==> config.mk <==
export PLATFORM = sky130hd
export DESIGN_NAME = sd_irq_status_unit
export DESIGN_NICKNAME = d
export VERILOG_FILES = /design/src/rtl/sdirq_pkg.sv /design/src/rtl/sdirq_status_bank.sv /design/src/rtl/sdirq_line_ctl.sv /design/src/rtl/sdirq_irq_gen.sv /design/src/rtl/sd_irq_status_unit.sv
export SDC_FILE = /design/constraint.sdc
export NUM_CORES = 1
export LEC_CHECK = 0
export ABC_CLOCK_PERIOD_IN_PS = 2600
export CAP_MARGIN = 20
export CORE_MARGIN = 2
export CORE_UTILIZATION = 50
export DETAILED_ROUTE_END_ITERATION = 7
export GPL_ROUTABILITY_DRIVEN = 0
export PLACE_DENSITY = 0.82
export SLEW_MARGIN = 20
export SYNTH_ARGS = -nofsm -noshare
export SYNTH_HDL_FRONTEND = slang
export SYNTH_SLANG_ARGS = --single-unit
==> constraint.sdc <==
create_clock -name clk -period 2.6 [get_ports clk]
set_input_delay 0.52 -clock clk [delete_from_list [all_inputs] [get_ports clk]]
set_output_delay 0.52 -clock clk [all_outputs]
set_load 0.02 [all_outputs]
==> src/rtl/sdirq_pkg.sv <==
package sdirq_pkg;
  localparam int REG_W   = 16;
  localparam int NUM_ERR = 10;
  localparam int ADDR_W  = 3;
  localparam int NLINES  = 2;

  typedef enum logic [ADDR_W-1:0] {
    A_NSTS = 3'd0,
    A_ESTS = 3'd1,
    A_NSEN = 3'd2,
    A_ESEN = 3'd3,
    A_NIEN = 3'd4,
    A_EIEN = 3'd5,
    A_SRST = 3'd6,
    A_LINE = 3'd7
  } reg_addr_e;

  localparam int NB_CMD    = 0;
  localparam int NB_XFER   = 1;
  localparam int NB_ERRSUM = 15;
  localparam int EB_DAT_TO = 4;

  localparam logic [REG_W-1:0] NRM_IMPL     = 16'h0003;
  localparam logic [REG_W-1:0] ERR_IMPL     = REG_W'((1 << NUM_ERR) - 1);
  localparam logic [REG_W-1:0] CMD_NRM_MASK = 16'h0001;
  localparam logic [REG_W-1:0] DAT_NRM_MASK = 16'h0002;
  localparam logic [REG_W-1:0] CMD_ERR_MASK = 16'h010F;
  localparam logic [REG_W-1:0] DAT_ERR_MASK = 16'h0270;

  // kill beats event, event beats clear
  function automatic logic [REG_W-1:0] sts_next(
    input logic [REG_W-1:0] cur,
    input logic [REG_W-1:0] evt,
    input logic [REG_W-1:0] en,
    input logic [REG_W-1:0] clr,
    input logic [REG_W-1:0] kill
  );
    return ((cur & ~clr) | (evt & en)) & ~kill;
  endfunction

  function automatic logic err_summary(
    input logic [REG_W-1:0] ests,
    input logic [REG_W-1:0] een
  );
    return |(ests & een);
  endfunction

  // transfer complete hides a data-timeout report
  function automatic logic qual_err(
    input logic [REG_W-1:0] ests,
    input logic             xfer_done
  );
    logic [REG_W-1:0] m;
    m = ests;
    if (xfer_done) m[EB_DAT_TO] = 1'b0;
    return |m;
  endfunction
endpackage

==> src/rtl/sdirq_status_bank.sv <==
module sdirq_status_bank
  import sdirq_pkg::*;
#(
  parameter logic [REG_W-1:0] IMPL = 16'hFFFF
) (
  input  logic             clk,
  input  logic             rst_n,
  input  logic [REG_W-1:0] evt,
  input  logic [REG_W-1:0] en,
  input  logic [REG_W-1:0] clr,
  input  logic [REG_W-1:0] kill,
  output logic [REG_W-1:0] sts
);
  always_ff @(posedge clk) begin
    if (!rst_n) sts <= '0;
    else        sts <= sts_next(sts, evt, en, clr, kill) & IMPL;
  end
endmodule

==> src/rtl/sdirq_line_ctl.sv <==
module sdirq_line_ctl #(
  parameter int HOLD = 4
) (
  input  logic clk,
  input  logic rst_n,
  input  logic rst_go,
  input  logic seg_begin,
  input  logic seg_end,
  output logic rst_active,
  output logic busy
);
  localparam int CW = $clog2(HOLD + 1);
  logic [CW-1:0] cnt;

  always_ff @(posedge clk) begin
    if (!rst_n)         cnt <= '0;
    else if (rst_go)    cnt <= CW'(HOLD);
    else if (cnt != '0) cnt <= cnt - 1'b1;
  end

  assign rst_active = (cnt != '0);

  always_ff @(posedge clk) begin
    if (!rst_n)          busy <= 1'b0;
    else if (rst_active) busy <= 1'b0;
    else if (seg_begin)  busy <= 1'b1;
    else if (seg_end)    busy <= 1'b0;
  end
endmodule

==> src/rtl/sdirq_irq_gen.sv <==
module sdirq_irq_gen
  import sdirq_pkg::*;
(
  input  logic             clk,
  input  logic             rst_n,
  input  logic [REG_W-1:0] nview,
  input  logic [REG_W-1:0] nsig_en,
  input  logic [REG_W-1:0] ests,
  input  logic [REG_W-1:0] esig_en,
  output logic             irq
);
  logic irq_d;
  assign irq_d = (|(nview & nsig_en)) | (|(ests & esig_en));

  always_ff @(posedge clk) begin
    if (!rst_n) irq <= 1'b0;
    else        irq <= irq_d;
  end
endmodule

==> src/rtl/sd_irq_status_unit.sv <==
module sd_irq_status_unit
  import sdirq_pkg::*;
#(
  parameter int RST_HOLD = 4
) (
  input  logic               clk,
  input  logic               rst_n,
  input  logic               cmd_done_evt,
  input  logic               xfer_done_evt,
  input  logic [NUM_ERR-1:0] err_evt,
  input  logic               cmd_start,
  input  logic               cmd_end,
  input  logic               dat_start,
  input  logic               dat_end,
  input  logic               reg_wr,
  input  logic [ADDR_W-1:0]  reg_addr,
  input  logic [REG_W-1:0]   reg_wdata,
  output logic [REG_W-1:0]   reg_rdata,
  output logic               irq,
  output logic               err_qual,
  output logic               cmd_busy,
  output logic               dat_busy
);
  logic [REG_W-1:0] nsts_en, ests_en, nsig_en, esig_en;
  logic [REG_W-1:0] nsts, ests, nview;
  logic [REG_W-1:0] nevt, eevt, nclr, eclr, nkill, ekill;
  logic [NLINES-1:0] srst_go, srst_act, line_beg, line_end, line_busy;
  logic wr_nsts, wr_ests, wr_srst;

  assign wr_nsts = reg_wr && (reg_addr == A_NSTS);
  assign wr_ests = reg_wr && (reg_addr == A_ESTS);
  assign wr_srst = reg_wr && (reg_addr == A_SRST);

  always_ff @(posedge clk) begin
    if (!rst_n) begin
      nsts_en <= '0;
      ests_en <= '0;
      nsig_en <= '0;
      esig_en <= '0;
    end else if (reg_wr) begin
      case (reg_addr_e'(reg_addr))
        A_NSEN:  nsts_en <= reg_wdata;
        A_ESEN:  ests_en <= reg_wdata;
        A_NIEN:  nsig_en <= reg_wdata;
        A_EIEN:  esig_en <= reg_wdata;
        default: ;
      endcase
    end
  end

  assign line_beg = {dat_start, cmd_start};
  assign line_end = {dat_end, cmd_end};

  for (genvar g = 0; g < NLINES; g++) begin : g_line
    assign srst_go[g] = wr_srst && reg_wdata[g];
    sdirq_line_ctl #(.HOLD(RST_HOLD)) u_line (
      .clk        (clk),
      .rst_n      (rst_n),
      .rst_go     (srst_go[g]),
      .seg_begin  (line_beg[g]),
      .seg_end    (line_end[g]),
      .rst_active (srst_act[g]),
      .busy       (line_busy[g])
    );
  end

  assign cmd_busy = line_busy[0];
  assign dat_busy = line_busy[1];

  assign nkill = ({REG_W{srst_act[0]}} & CMD_NRM_MASK) | ({REG_W{srst_act[1]}} & DAT_NRM_MASK);
  assign ekill = ({REG_W{srst_act[0]}} & CMD_ERR_MASK) | ({REG_W{srst_act[1]}} & DAT_ERR_MASK);

  assign nevt = REG_W'({xfer_done_evt, cmd_done_evt});
  assign eevt = REG_W'(err_evt);
  assign nclr = wr_nsts ? reg_wdata : '0;
  assign eclr = wr_ests ? reg_wdata : '0;

  sdirq_status_bank #(.IMPL(NRM_IMPL)) u_nrm (
    .clk (clk), .rst_n (rst_n), .evt (nevt), .en (nsts_en),
    .clr (nclr), .kill (nkill), .sts (nsts)
  );

  sdirq_status_bank #(.IMPL(ERR_IMPL)) u_err (
    .clk (clk), .rst_n (rst_n), .evt (eevt), .en (ests_en),
    .clr (eclr), .kill (ekill), .sts (ests)
  );

  always_comb begin
    nview = nsts;
    nview[NB_ERRSUM] = err_summary(ests, ests_en);
  end

  assign err_qual = qual_err(ests, nsts[NB_XFER]);

  sdirq_irq_gen u_irq (
    .clk (clk), .rst_n (rst_n), .nview (nview), .nsig_en (nsig_en),
    .ests (ests), .esig_en (esig_en), .irq (irq)
  );

  always_comb begin
    case (reg_addr_e'(reg_addr))
      A_NSTS:  reg_rdata = nview;
      A_ESTS:  reg_rdata = ests;
      A_NSEN:  reg_rdata = nsts_en;
      A_ESEN:  reg_rdata = ests_en;
      A_NIEN:  reg_rdata = nsig_en;
      A_EIEN:  reg_rdata = esig_en;
      A_SRST:  reg_rdata = REG_W'(srst_act);
      A_LINE:  reg_rdata = REG_W'(line_busy);
      default: reg_rdata = '0;
    endcase
  end
endmodule

==> results, run 1 <==
- The H-tree was split into 3 levels.
- TritonCTS built the clock tree.
- After synthesis the netlist holds a flip-flop and latch count of 85.
- Of the total power, the share spent switching nets is 0.290.
- The number of antenna violations at the first check in global routing was 0.
- The post-route core utilization is 0.652.
- The tool flagged a number of max-cap violations equal to 0.
- Of the total power, registers draw 0.474.
- The count of unique library cells instantiated by Yosys is 42.
- Counting every net in the synthesized netlist gives about 530.
- The ratio of total power to cell area is approximately 590 nW/µm².
- The critical path capture point type is an output pin.
- The final wirelength is 11.8 mm.
- The starting density of the core is 0.515.
- Synthesis handed over a netlist of 489 instances.
- For this run the aggregate overflow at the end of global routing stands at 0.
- For this run, the detailed router's first-pass iteration total came to 6.
- The final count of pins violating max slew is 0.
- The number of clock sinks is between 80 and 90.
- The worst setup path is of the primary input to output pin kind.
- The internal power of the cells totals about 2.1 mW.
- The combinational share of power is 0.202.
- The worst clock skew is between 0.01 and 0.015 ns.
- In this run the tightest slew margin relative to its limit is 0.737.
- The worst hold path belongs to the class flip-flop to flip-flop.
- The total leakage power is about 1.9 nW.
- The share of total power in the clock network is 0.324.
- Entering global routing, the biggest net connects just under 70 pins.
- In this run the cell area of the synthesized design comes to between 3000 and 4000 µm².
- Setup violations remaining at the end of the flow were counted as 0.
- The fraction of the yosys area taken by sequential cells is 0.430.
- The floorplan row count is 32.
- The routed layout has roughly 4,000 vias.
- The Yosys step of the flow raised 0 warnings.
- The post-placement cell count is between 600 and 700.
- Of all nets on the critical path, the largest fanout is 6.
- The arrival time reported for the critical path endpoint is 2.07 ns.
- The final cell count without fillers is between 600 and 700.
- The area share of the leading cell type in the synthesized netlist is 0.430.
- The run finished with clean final reports.
- The most used flip-flop cell after synthesis is sky130_fd_sc_hd__dfxtp_1.
- The transition time at the pin with the least slew margin is between 0.3 and 0.4 ns.
- The average routed wire per standard cell is between 15 and 20 µm.
- The number of top-level pins is between 50 and 60.
- The layout cell share with drive strength beyond 1 is 0.163.
- The share of flip-flops with an asynchronous set or reset after synthesis is 0.
- From bottom edge to top edge, the die measures ~93 µm.
- The routed via count divided by cell count is 5.78.
- The worst path required time is 2.08 ns.
- The post-CTS setup-driven buffer insertion count is 0.
- Counting flops with a built-in enable in the synthesized netlist gives 0.
- Summed over all instances, the cell type with the most area after synthesis is sky130_fd_sc_hd__dfxtp_1.
- Detailed placement ended at an HPWL of 8.15 mm.
- Subtracting the final worst setup slack from the clock period gives ~2.6 ns.
- The launching element type of the critical path is a primary input.
- For this block, the initial DRC count from the detailed router was about 330.
- The total global routing track utilization is 0.276.
- The first global-routing pass estimated about 19 mm of wire.
- The number of nets in the layout is between 600 and 700.
- A synthesized cell averages roughly 8.1 µm².
- The remaining design rule violation count is 0.
- Static timing analysis puts the maximum clock frequency at ~390 MHz.
- The longest clock path from root to sink contains 2 buffers.
- Clock tree synthesis selected as its root buffer the cell sky130_fd_sc_hd__clkbuf_8.
- The relative area change from synthesis to final layout is 26.6%.
- The die area is 8650 µm².
- The number of clock buffers added by TritonCTS is 9.
- Setup repair after global routing could not meet its margin everywhere.
- The via count of the first global-routing pass was roughly 3,900.
- The final number of hold-violating endpoints is 0.
- After clock tree synthesis, the clock-pin slew on the worst setup and hold paths is approximately 0.090 ns.
- The cts-stage hold buffer count is 0.
- The residual antenna-violating net count after detailed routing is 0.
- The worst-case IR drop observed on VDD is 0.419 mV.
- The switching component of the power is 862 µW.
- The die is roughly 93 µm wide.
- The number of port buffers is 57.
- The fraction of the cycle the final worst path needs is 0.997.
- At the later pin of the worst-skew pair, clock insertion delay measures about 0.35 ns.
- The total inserted antenna cells is 0.
- The worst register-to-register path has a setup slack of roughly 1.2 ns.
- By area the synthesized netlist is led by sky130_fd_sc_hd__dfxtp_1 (43%), sky130_fd_sc_hd__nand2_1 (14%), sky130_fd_sc_hd__a21oi_1 (8.0%).
- In this run the standard cell core region covers 7690 µm².
-- critical path: stages --
cell	delay [ns]
sky130_fd_sc_hd__clkdlybuf4s50_1	0.53
sky130_fd_sc_hd__buf_4	0.17
sky130_fd_sc_hd__nand2b_1	0.12
sky130_fd_sc_hd__buf_4	0.20
sky130_fd_sc_hd__o22ai_1	0.14
sky130_fd_sc_hd__dlygate4sd2_1	0.38
-- logic make-up after synthesis --
family          share of synthesized area
flops                               0.430
mux                                0.0900
fa+ha+maj                          0.0158
xor+xnor                          0.00442
compound gates                      0.202
buf+inv                            0.0575
simple gates                        0.201
-- power by group through the flow --
stage / registers [mW] / clock network [mW] / logic, mW
CTS: 1.41 / 0.975 / 0.595
floorplan: 1.43 / 0 / 0.343
global placement: 1.43 / 0 / 0.568
global route: 1.42 / 1.03 / 0.652
detailed placement: 1.44 / 0 / 0.597
finish: 1.41 / 0.964 / 0.600
-- path summary, 6_finish.rpt --
check,start,to,depth (start not counted)
worst min-delay path,nsts_en[2]$_SDFFE_PN0P_,nsts_en[2]$_SDFFE_PN0P_,2
worst min register to register,nsts_en[2]$_SDFFE_PN0P_,nsts_en[2]$_SDFFE_PN0P_,2
worst max-delay path,reg_addr[1],reg_rdata[2],6
worst max register to register,g_line[0].u_line.cnt[0]$_SDFFE_PP0N_,g_line[0].u_line.busy$_SDFFE_PP0P_,6
-- routing by layer --
metal  GRT usage  vias to the layer above  routed length [µm]
met3      0.0717                       31                 943
met4       0.135                        0                 345
li1            -                     1835                   -
met1       0.339                     1825                4870
met5           0                        -                   0
met2       0.451                      203                5620
-- sequential cells by signal, summed over array words and instances (netlist names) --
register / flops
esig_en: 16
ests_en: 16
g_line.u_line.busy: 2
g_line.u_line.cnt: 6
nsig_en: 16
nsts_en: 16
u_err.sts: 10
u_irq.irq: 1
u_nrm.sts: 2
-- cells in the mapped netlist, types with 2 or more instances --
cell and count:
sky130_fd_sc_hd__nand3_1 5, sky130_fd_sc_hd__clkbuf_1 12, sky130_fd_sc_hd__a22o_1 4, sky130_fd_sc_hd__mux2i_1 21, sky130_fd_sc_hd__nand2b_1 4, sky130_fd_sc_hd__mux2_2 9, sky130_fd_sc_hd__nand4_1 2, sky130_fd_sc_hd__buf_6 2
sky130_fd_sc_hd__inv_1 13, sky130_fd_sc_hd__a21oi_2 10, sky130_fd_sc_hd__a22oi_1 24, sky130_fd_sc_hd__a221oi_1 4, sky130_fd_sc_hd__buf_1 2, sky130_fd_sc_hd__o22ai_1 13, sky130_fd_sc_hd__buf_2 11, sky130_fd_sc_hd__nor3_1 2
sky130_fd_sc_hd__a21oi_1 63, sky130_fd_sc_hd__nor2_1 22, sky130_fd_sc_hd__dfxtp_1 85, sky130_fd_sc_hd__nor2b_1 2, sky130_fd_sc_hd__mux4_2 2, sky130_fd_sc_hd__nand2_1 143, sky130_fd_sc_hd__nand3b_1 2, sky130_fd_sc_hd__ha_1 5
sky130_fd_sc_hd__nor4_1 2, sky130_fd_sc_hd__o21ai_0 2, sky130_fd_sc_hd__and3_1 2, sky130_fd_sc_hd__o32ai_1 2, sky130_fd_sc_hd__buf_4 6
-- metrics by stage --
stage	total power, mW	worst slack, ns	hold slack (ns)	setup TNS (ns)	instance area (µm²)
finish	2.97	0.00897	0.457	0	5010
detailed placement	2.03	-0.353	0.448	-4.38	4820
global route	3.09	-0.00117	0.482	-0.00117	5010
global placement	2.00	-0.278	0.441	-3.91	4820
floorplan	1.78	0.306	0.436	0	3960
CTS	2.98	0.00554	0.460	0	5020
-- layout make-up --
| type | count | area, µm² |
|---|---|---|
| Fill cell | 679 | 2680 |
| Clock inverter | 6 | 68.8 |
| Tap cell | 102 | 128 |
| Timing Repair Buffer | 100 | 878 |
| Inverter | 14 | 52.6 |
| Clock buffer | 10 | 138 |
| Sequential cell | 85 | 1700 |
| Multi-Input combinational cell | 357 | 2050 |
-- what timing repair did --
| item | CTS | global route |
|---|---|---|
| gates resized for setup | 21 | 12 |
| endpoints found under the setup margin | 16 | 7 |
| cloned | 1 | 0 |
| pin swaps | 0 | 0 |
-- cells in the final DEF (no fill, tap or decap), types with 5 or more instances in the layout --
cell type / synthesis / layout
sky130_fd_sc_hd__dlygate4sd2_1: 0 / 10
sky130_fd_sc_hd__a22oi_1: 24 / 24
sky130_fd_sc_hd__nor2_1: 22 / 22
sky130_fd_sc_hd__mux2_2: 9 / 9
sky130_fd_sc_hd__o22ai_1: 13 / 13
sky130_fd_sc_hd__clkbuf_8: 0 / 10
sky130_fd_sc_hd__clkdlybuf4s50_1: 0 / 39
sky130_fd_sc_hd__a21oi_2: 10 / 10
sky130_fd_sc_hd__clkbuf_2: 0 / 5
sky130_fd_sc_hd__buf_4: 6 / 39
sky130_fd_sc_hd__a21oi_1: 63 / 63
sky130_fd_sc_hd__nand3_1: 5 / 5
sky130_fd_sc_hd__dfxtp_1: 85 / 85
sky130_fd_sc_hd__nand2_1: 143 / 143
sky130_fd_sc_hd__mux2i_1: 21 / 21
sky130_fd_sc_hd__inv_1: 13 / 13
Power figures use the tool's default switching activity.
==> run 2: changes to the inputs <==
--- a/config.mk
+++ b/config.mk
@@ -16,3 +16,4 @@
 export SYNTH_ARGS = -nofsm -noshare
 export SYNTH_HDL_FRONTEND = slang
 export SYNTH_SLANG_ARGS = --single-unit
+export TNS_END_PERCENT = 5
==> run 2 against run 1 <==
Against the previous run: via count fell by 0.23%; flip-flop and latch count unchanged; total power about the same; critical endpoint is now reg_rdata[1].
==> results, run 2 (synthesis results as in run 1) <==
- The run finished with clean final reports.
- The die covers between 8000 and 9000 µm².
- Of the total power, registers draw 0.474.
- The total buffers and inverters traversed by the critical path is 3.
- The routed design could run at a clock period as short as 2.59 ns.
- The number of instances on the worst hold path is 2.
- The worst-case IR drop observed on VDD is roughly 0.42 mV.
- The worst hold path begins at nsts_en[2]$_SDFFE_PN0P_.
- Relative to the synthesized area, the layout overhead comes to 26.3%.
- The placed instances occupy a cell area of between 4000 and 5000 µm².
- The via count is between 3,000 and 4,000.
- In this run the worst hold path is classified as flip-flop to flip-flop.
- The first global-routing pass estimated between 15 and 20 mm of wire.
- The total global routing track utilization is 0.275.
- The largest delay contributor family on the critical path is buffers and inverters.
- The die is 93.0 µm wide.
- For this run, design rule violations remaining after detail routing come to 0.
- The critical path's largest stage delay is 0.46 ns.
- The post-route core utilization is 0.650.
- The vertical extent of the die is just over 90 µm.
- The analysis attributes to cell leakage a power of ~1.9 nW.
- The number of DRC markers in iteration 0 is just under 300.
- The share of total power dissipated in the clock network is 0.326.
- The average routed wire per standard cell is ~17 µm.
- Entering global routing, the biggest net connects 68 pins.
- The clock tree root buffer cell is sky130_fd_sc_hd__clkbuf_8.
- In the layout the commonest cells are sky130_fd_sc_hd__nand2_1 (143), sky130_fd_sc_hd__dfxtp_1 (85), sky130_fd_sc_hd__a21oi_1 (63).
- The cell-internal power is roughly 2.1 mW.
- The number of clock sinks is between 80 and 90.
- Of the total power, the share spent switching nets is 0.290.
- The clock insertion delay at the later pin of the skew report is roughly 0.35 ns.
- The starting density of the core is 0.515.
- Counting along the longest clock path gives a buffer depth of 2.
- The number of antenna diodes in the final layout is 0.
- STA puts the critical path data required time at 2.08 ns.
- The H-tree generated during clock tree synthesis spans 3 levels.
- The critical path goes through clkdlybuf4s50_1 -> buf_4 -> a221oi_1 -> o32ai_1 -> nand2_1 -> clkdlybuf4s15_1.
- In this run the critical register-to-register path is captured at u_nrm.sts[1]$_SDFF_PN0_.
- The combinational share of power is 0.200.
- The number of port buffers is 57.
- The final number of hold-violating endpoints was 0.
- The register-to-register setup slack is 1.19 ns.
- The HPWL after detailed placement is 8.15 mm.
- The core region is 7690 µm².
- The number of buffers created by CTS is 9.
- In this run the worst path has a maximum fanout of 6.
- Headroom to the max-slew limit came out at 0.730.
- The floorplan row count is 32.
- The setup total negative slack is 0 ns.
- Summed over all nets, the switching power comes to approximately 860 µW.
- The final wirelength is approximately 12 mm.
- The most frequent standard cell in the layout excluding fill and tap cells is sky130_fd_sc_hd__nand2_1.
- The worst hold path endpoint is nsts_en[2]$_SDFFE_PN0P_.
- The via count of the first global-routing pass is ~3,900.
- Using the TritonRoute via totals, the vias-per-cell ratio works out to 5.77.
- The slowest stage of the critical path is the sky130_fd_sc_hd__clkdlybuf4s50_1 cell.
- The count of cells along the worst register-to-register path is 5.
- Based on the critical path, the design can be clocked at up to approximately 390 MHz.
- Setup repair after global routing could not meet its margin everywhere.
- The final count of pins violating max slew came to 0.
- The total congestion overflow is 0.
- The clock-pin slew of the registers on the worst-case setup and hold paths is 0.08 ns.
- The worst register-to-register path begins at g_line[1].u_line.cnt[0]$_SDFFE_PP0P_.
- Power spread over the standard cell area amounts to around 590 nW/µm².
- The worst clock skew is 0.0110 ns.
- The critical path capture point type is an output pin.
- TritonCTS built the clock tree.
- The tool flagged a number of max-cap violations equal to 0.
- The finished cells cover 5000 µm².
- The detailed-router iteration count before antenna repair is 5.
- The number of failing setup endpoints in the final timing report is 0.
- STA classifies the critical path startpoint as a primary input.
- The detail route stage leaves a number of antenna-violating nets equal to 0.
- STA puts the critical path data arrival time at 2.07 ns.
- For the pin with the worst max-slew slack, the measured transition is about 0.4 ns.
- In this run the count of I/O pins placed on the die edge is 58.
- The number of nets in the layout is between 600 and 700.
- The critical path is of the primary input to output pin type.
- Of the cells placed in the final design, the portion with a size suffix greater than 1 is 0.158.
- The fraction of the cycle the final worst path needs is 0.995.
- The number of antenna violations at the first check in global routing is 0.
-- run 2: metal layers --
layer  GRT usage  wire length [µm]  vias to the layer above  share of wire
met4       0.135               329                        0          0.028
met3      0.0725               889                       25          0.076
li1            -                 -                     1840              -
met5           0                 0                        -              0
met1       0.337              4840                     1837           0.41
met2       0.447              5610                      183           0.48
-- run 2: layout make-up --
| class | count | area [µm²] |
|---|---|---|
| fill | 676 | 2690 |
| multi-input combinational | 357 | 2040 |
| sequential | 85 | 1700 |
| timing repair buffer | 99 | 875 |
| clock buffer | 10 | 138 |
| tap | 102 | 128 |
| clock inverter | 6 | 68.8 |
| inverter | 14 | 52.6 |
-- run 2: stage by stage --
stage | cells | hold slack (ns) | power (mW) | setup slack, ns
after CTS | 673 | 0.460 | 2.98 | 0.00554
after floorplan | 489 | 0.436 | 1.78 | 0.306
after detailed placement | 657 | 0.448 | 2.03 | -0.353
final | 673 | 0.458 | 2.97 | 0.0121
after global routing | 673 | 0.482 | 3.09 | -0.0211
after global placement | 657 | 0.441 | 2.00 | -0.278
-- run 2: how the worst max path moves through the flow --
stage / startpoint / cells past startpoint / slack [ns] / end
2_1_floorplan: reg_addr[0] / 5 / 0.31 / reg_rdata[15]
3_3_place_gp: reg_addr[2] / 6 / -0.28 / reg_rdata[8]
3_5_place_dp: reg_addr[2] / 6 / -0.35 / reg_rdata[2]
4_1_cts: reg_addr[1] / 6 / 0.006 / reg_rdata[10]
5_1_grt: reg_addr[1] / 6 / -0.02 / reg_rdata[1]
6_report: reg_addr[1] / 6 / 0.01 / reg_rdata[1]
-- run 2: power groups by stage --
stage / sequential (mW) / clock (mW) / combinational (mW)
2_1_floorplan: 1.43 / 0 / 0.343
3_3_place_gp: 1.43 / 0 / 0.568
3_5_place_dp: 1.44 / 0 / 0.597
4_1_cts: 1.41 / 0.975 / 0.594
5_1_grt: 1.41 / 1.03 / 0.647
6_report: 1.41 / 0.968 / 0.595
-- run 2: tightest hold or removal path, delay by kind of cell, from the launching register on --
family	cells	cell delay [ns]
simple gates	1	0.05
compound gates	1	0.05
flops	1	0.32
-- run 2: repair_timing --
item / CTS / global route
resized for setup: 22 / 10
hold buffers: 0 / 0
endpoints found under the hold margin: 0 / 0
endpoints found under the setup margin: 16 / 7
setup buffers: 0 / 0
==> run 3: changes to the inputs <==
--- a/config.mk
+++ b/config.mk
@@ -16,4 +16,4 @@
 export SYNTH_ARGS = -nofsm -noshare
 export SYNTH_HDL_FRONTEND = slang
 export SYNTH_SLANG_ARGS = --single-unit
-export TNS_END_PERCENT = 5
+export TNS_END_PERCENT = 30
==> run 3 against run 2 <==
Against the previous run: critical endpoint is now reg_rdata[2]; largest cell class unchanged; via count is 0.46% lower; cell area hardly changed; flip-flop and latch count stayed put; global-route usage is 0.16 points higher.
==> results, run 3 (synthesis results as in run 1) <==
- Summed over all cells, the static leakage comes to about 1.9 nW.
- The first detailed-routing pass took 5 iterations.
- The repair_antennas step left the layout with diodes totalling 0.
- The total global routing track utilization is 0.276.
- For the final database, setup skew stands at just over 0.01 ns.
- Of the cells placed in the final design, the portion with a size suffix greater than 1 is 0.159.
- The largest individual stage delay along the critical path comes from the cell sky130_fd_sc_hd__clkdlybuf4s50_1.
- The via count of the first global-routing pass is 3,862.
- Once detail routing completed, the nets flagged for antenna violations numbered 0.
- The critical path in this run is classified as primary input to output pin.
- The final count of pins violating max slew is 0.
- The via count is just under 4,000.
- The most used cell along the critical path is sky130_fd_sc_hd__buf_4.
- The number of port buffers is between 50 and 60.
- Summing all placed instances gives a cell area of 4820 µm².
- In this run, CTS created clock tree buffers numbering 9.
- Setup repair after global routing could not meet its margin everywhere.
- The first global-routing pass estimated 18.5 mm of wire.
- The fraction of the cycle the final worst path needs is 0.993.
- The number of buffers and inverters on the critical path is 4.
- The highest clock rate is between 300 and 400 MHz.
- The number of clock sinks is 85.
- For the pin with the worst max-slew slack, the measured transition is about 0.41 ns.
- The remaining design rule violation count is 0.
- The run finished with clean final reports.
- The horizontal die dimension is between 90 and 100 µm.
- The number of failing setup endpoints in the final timing report is 0.
- The relative area change from synthesis to final layout is 26.4%.
- The HPWL after detailed placement is between 8 and 9 mm.
- Data arrives at the worst endpoint at 2.06 ns.
- The worst pin sits at a relative slew slack of 0.726.
- The clock insertion delay at the later pin of the skew report is roughly 0.35 ns.
- Counting along the longest clock path gives a buffer depth of 2.
- 58 I/O pins were placed.
- The floorplan row count is 32.
- The final number of hold-violating endpoints is 0.
- The path class of the tightest hold or removal check is flip-flop to flip-flop.
- The routed via count divided by cell count is ~5.7.
- For this configuration, the core starts out at a cell density of 0.515.
- Dividing the detail-routed wire length by the instance count gives between 15 and 20 µm.
- The maximum number of pins on one net before global-route repair is roughly 70.
- In this run the number of H-tree levels came out at 3.
- The die area is between 8000 and 9000 µm².
- The number of antenna violations at the first check in global routing is 0.
- The launching element type of the critical path is a primary input.
- Leaving out fill and tap cells, the most frequent cell in the layout is sky130_fd_sc_hd__nand2_1.
- The CTS tree is yes.
- Data on the critical path is required at its endpoint by roughly 2.1 ns.
- The final layout contains routed wiring with a total length of around 12 mm.
- The number of DRC markers in iteration 0 is 352.
- The tool flagged a number of max-cap violations equal to 0.
- After routing, the total negative slack on setup checks comes to 0 ns.
- The finished cells cover between 5000 and 6000 µm².
- The core area is 7690 µm².
- The vertical extent of the die is roughly 93 µm.
- The largest fanout on the critical path is 6.
- Across the VDD grid, the largest voltage drop is ~0.42 mV.
- The top cell types in the final layout, fill and taps aside, are sky130_fd_sc_hd__nand2_1 (143), sky130_fd_sc_hd__dfxtp_1 (85), sky130_fd_sc_hd__a21oi_1 (63).
- On the critical path the largest part of the delay comes from buffers and inverters.
- The routed design could run at a clock period as short as 2.58 ns.
- The net count of the finished layout is 610.
- The total congestion overflow is 0.
- STA classifies the critical path endpoint as an output pin.
- Walking the worst path, the cells encountered are clkdlybuf4s50_1 -> buf_4 -> nand2b_1 -> buf_4 -> o22ai_1 -> dlygate4sd2_1.
- After clock tree synthesis, the clock-pin slew on the worst setup and hold paths is 0.08 ns.
- The critical path's largest stage delay is about 0.53 ns.
- The cts-stage hold buffer count is 0.
- The cell sitting at the root of the clock tree is a sky130_fd_sc_hd__clkbuf_8.
- The ratio of total power to cell area is 593 nW/µm².
[run 3: routing by layer]
metal	up-vias	wire length [µm]	global-route usage
li1	1840	-	-
met5	-	0	0
met2	182	5590	0.451
met1	1806	4830	0.339
met3	39	932	0.0717
met4	0	437	0.135
[run 3: final timing paths]
path	end	depth (start not counted)	slack [ns]	start
max	reg_rdata[2]	6	0.02	reg_addr[1]
min	nsts_en[2]$_SDFFE_PN0P_	2	0.46	nsts_en[2]$_SDFFE_PN0P_
max reg2reg	u_nrm.sts[1]$_SDFF_PN0_	5	1.19	g_line[1].u_line.cnt[0]$_SDFFE_PP0P_
min reg2reg	nsts_en[2]$_SDFFE_PN0P_	2	0.46	nsts_en[2]$_SDFFE_PN0P_
[run 3: final cells by class]
| class | instances | area (µm²) |
|---|---|---|
| multi-input combinational | 357 | 2040 |
| timing repair buffer | 100 | 878 |
| fill | 678 | 2680 |
| clock buffer | 10 | 138 |
| tap | 102 | 128 |
| inverter | 14 | 52.6 |
| sequential | 85 | 1700 |
| clock inverter | 6 | 68.8 |
[run 3: per-stage QoR]
step	utilization	setup slack [ns]	total power [mW]	hold slack [ns]	std cells
2_1_floorplan	-	0.306	1.78	0.436	489
3_3_place_gp	0.628	-0.278	2.00	0.441	657
3_5_place_dp	0.628	-0.353	2.03	0.448	657
4_1_cts	0.653	0.00554	2.98	0.460	674
5_1_grt	0.651	-0.0554	3.09	0.482	674
6_report	0.651	0.0192	2.97	0.456	674
[run 3: power by group]
part           switching [mW]  leakage [nW]  internal (mW)
combinational           0.329          1.08          0.267
sequential             0.0435         0.689           1.36
clock                   0.488         0.103          0.477
[run 3: what timing repair did]
item	CTS	global route
resized for setup	21	10
cloned	1	0
buffers inserted	0	0
endpoints found under the setup margin	16	7
[run 3: tightest hold or removal path, delay by kind of cell, from the launching register on]
| family | cells | cell delay, ns |
|---|---|---|
| flops | 1 | 0.32 |
| simple gates | 1 | 0.05 |
| compound gates | 1 | 0.05 |
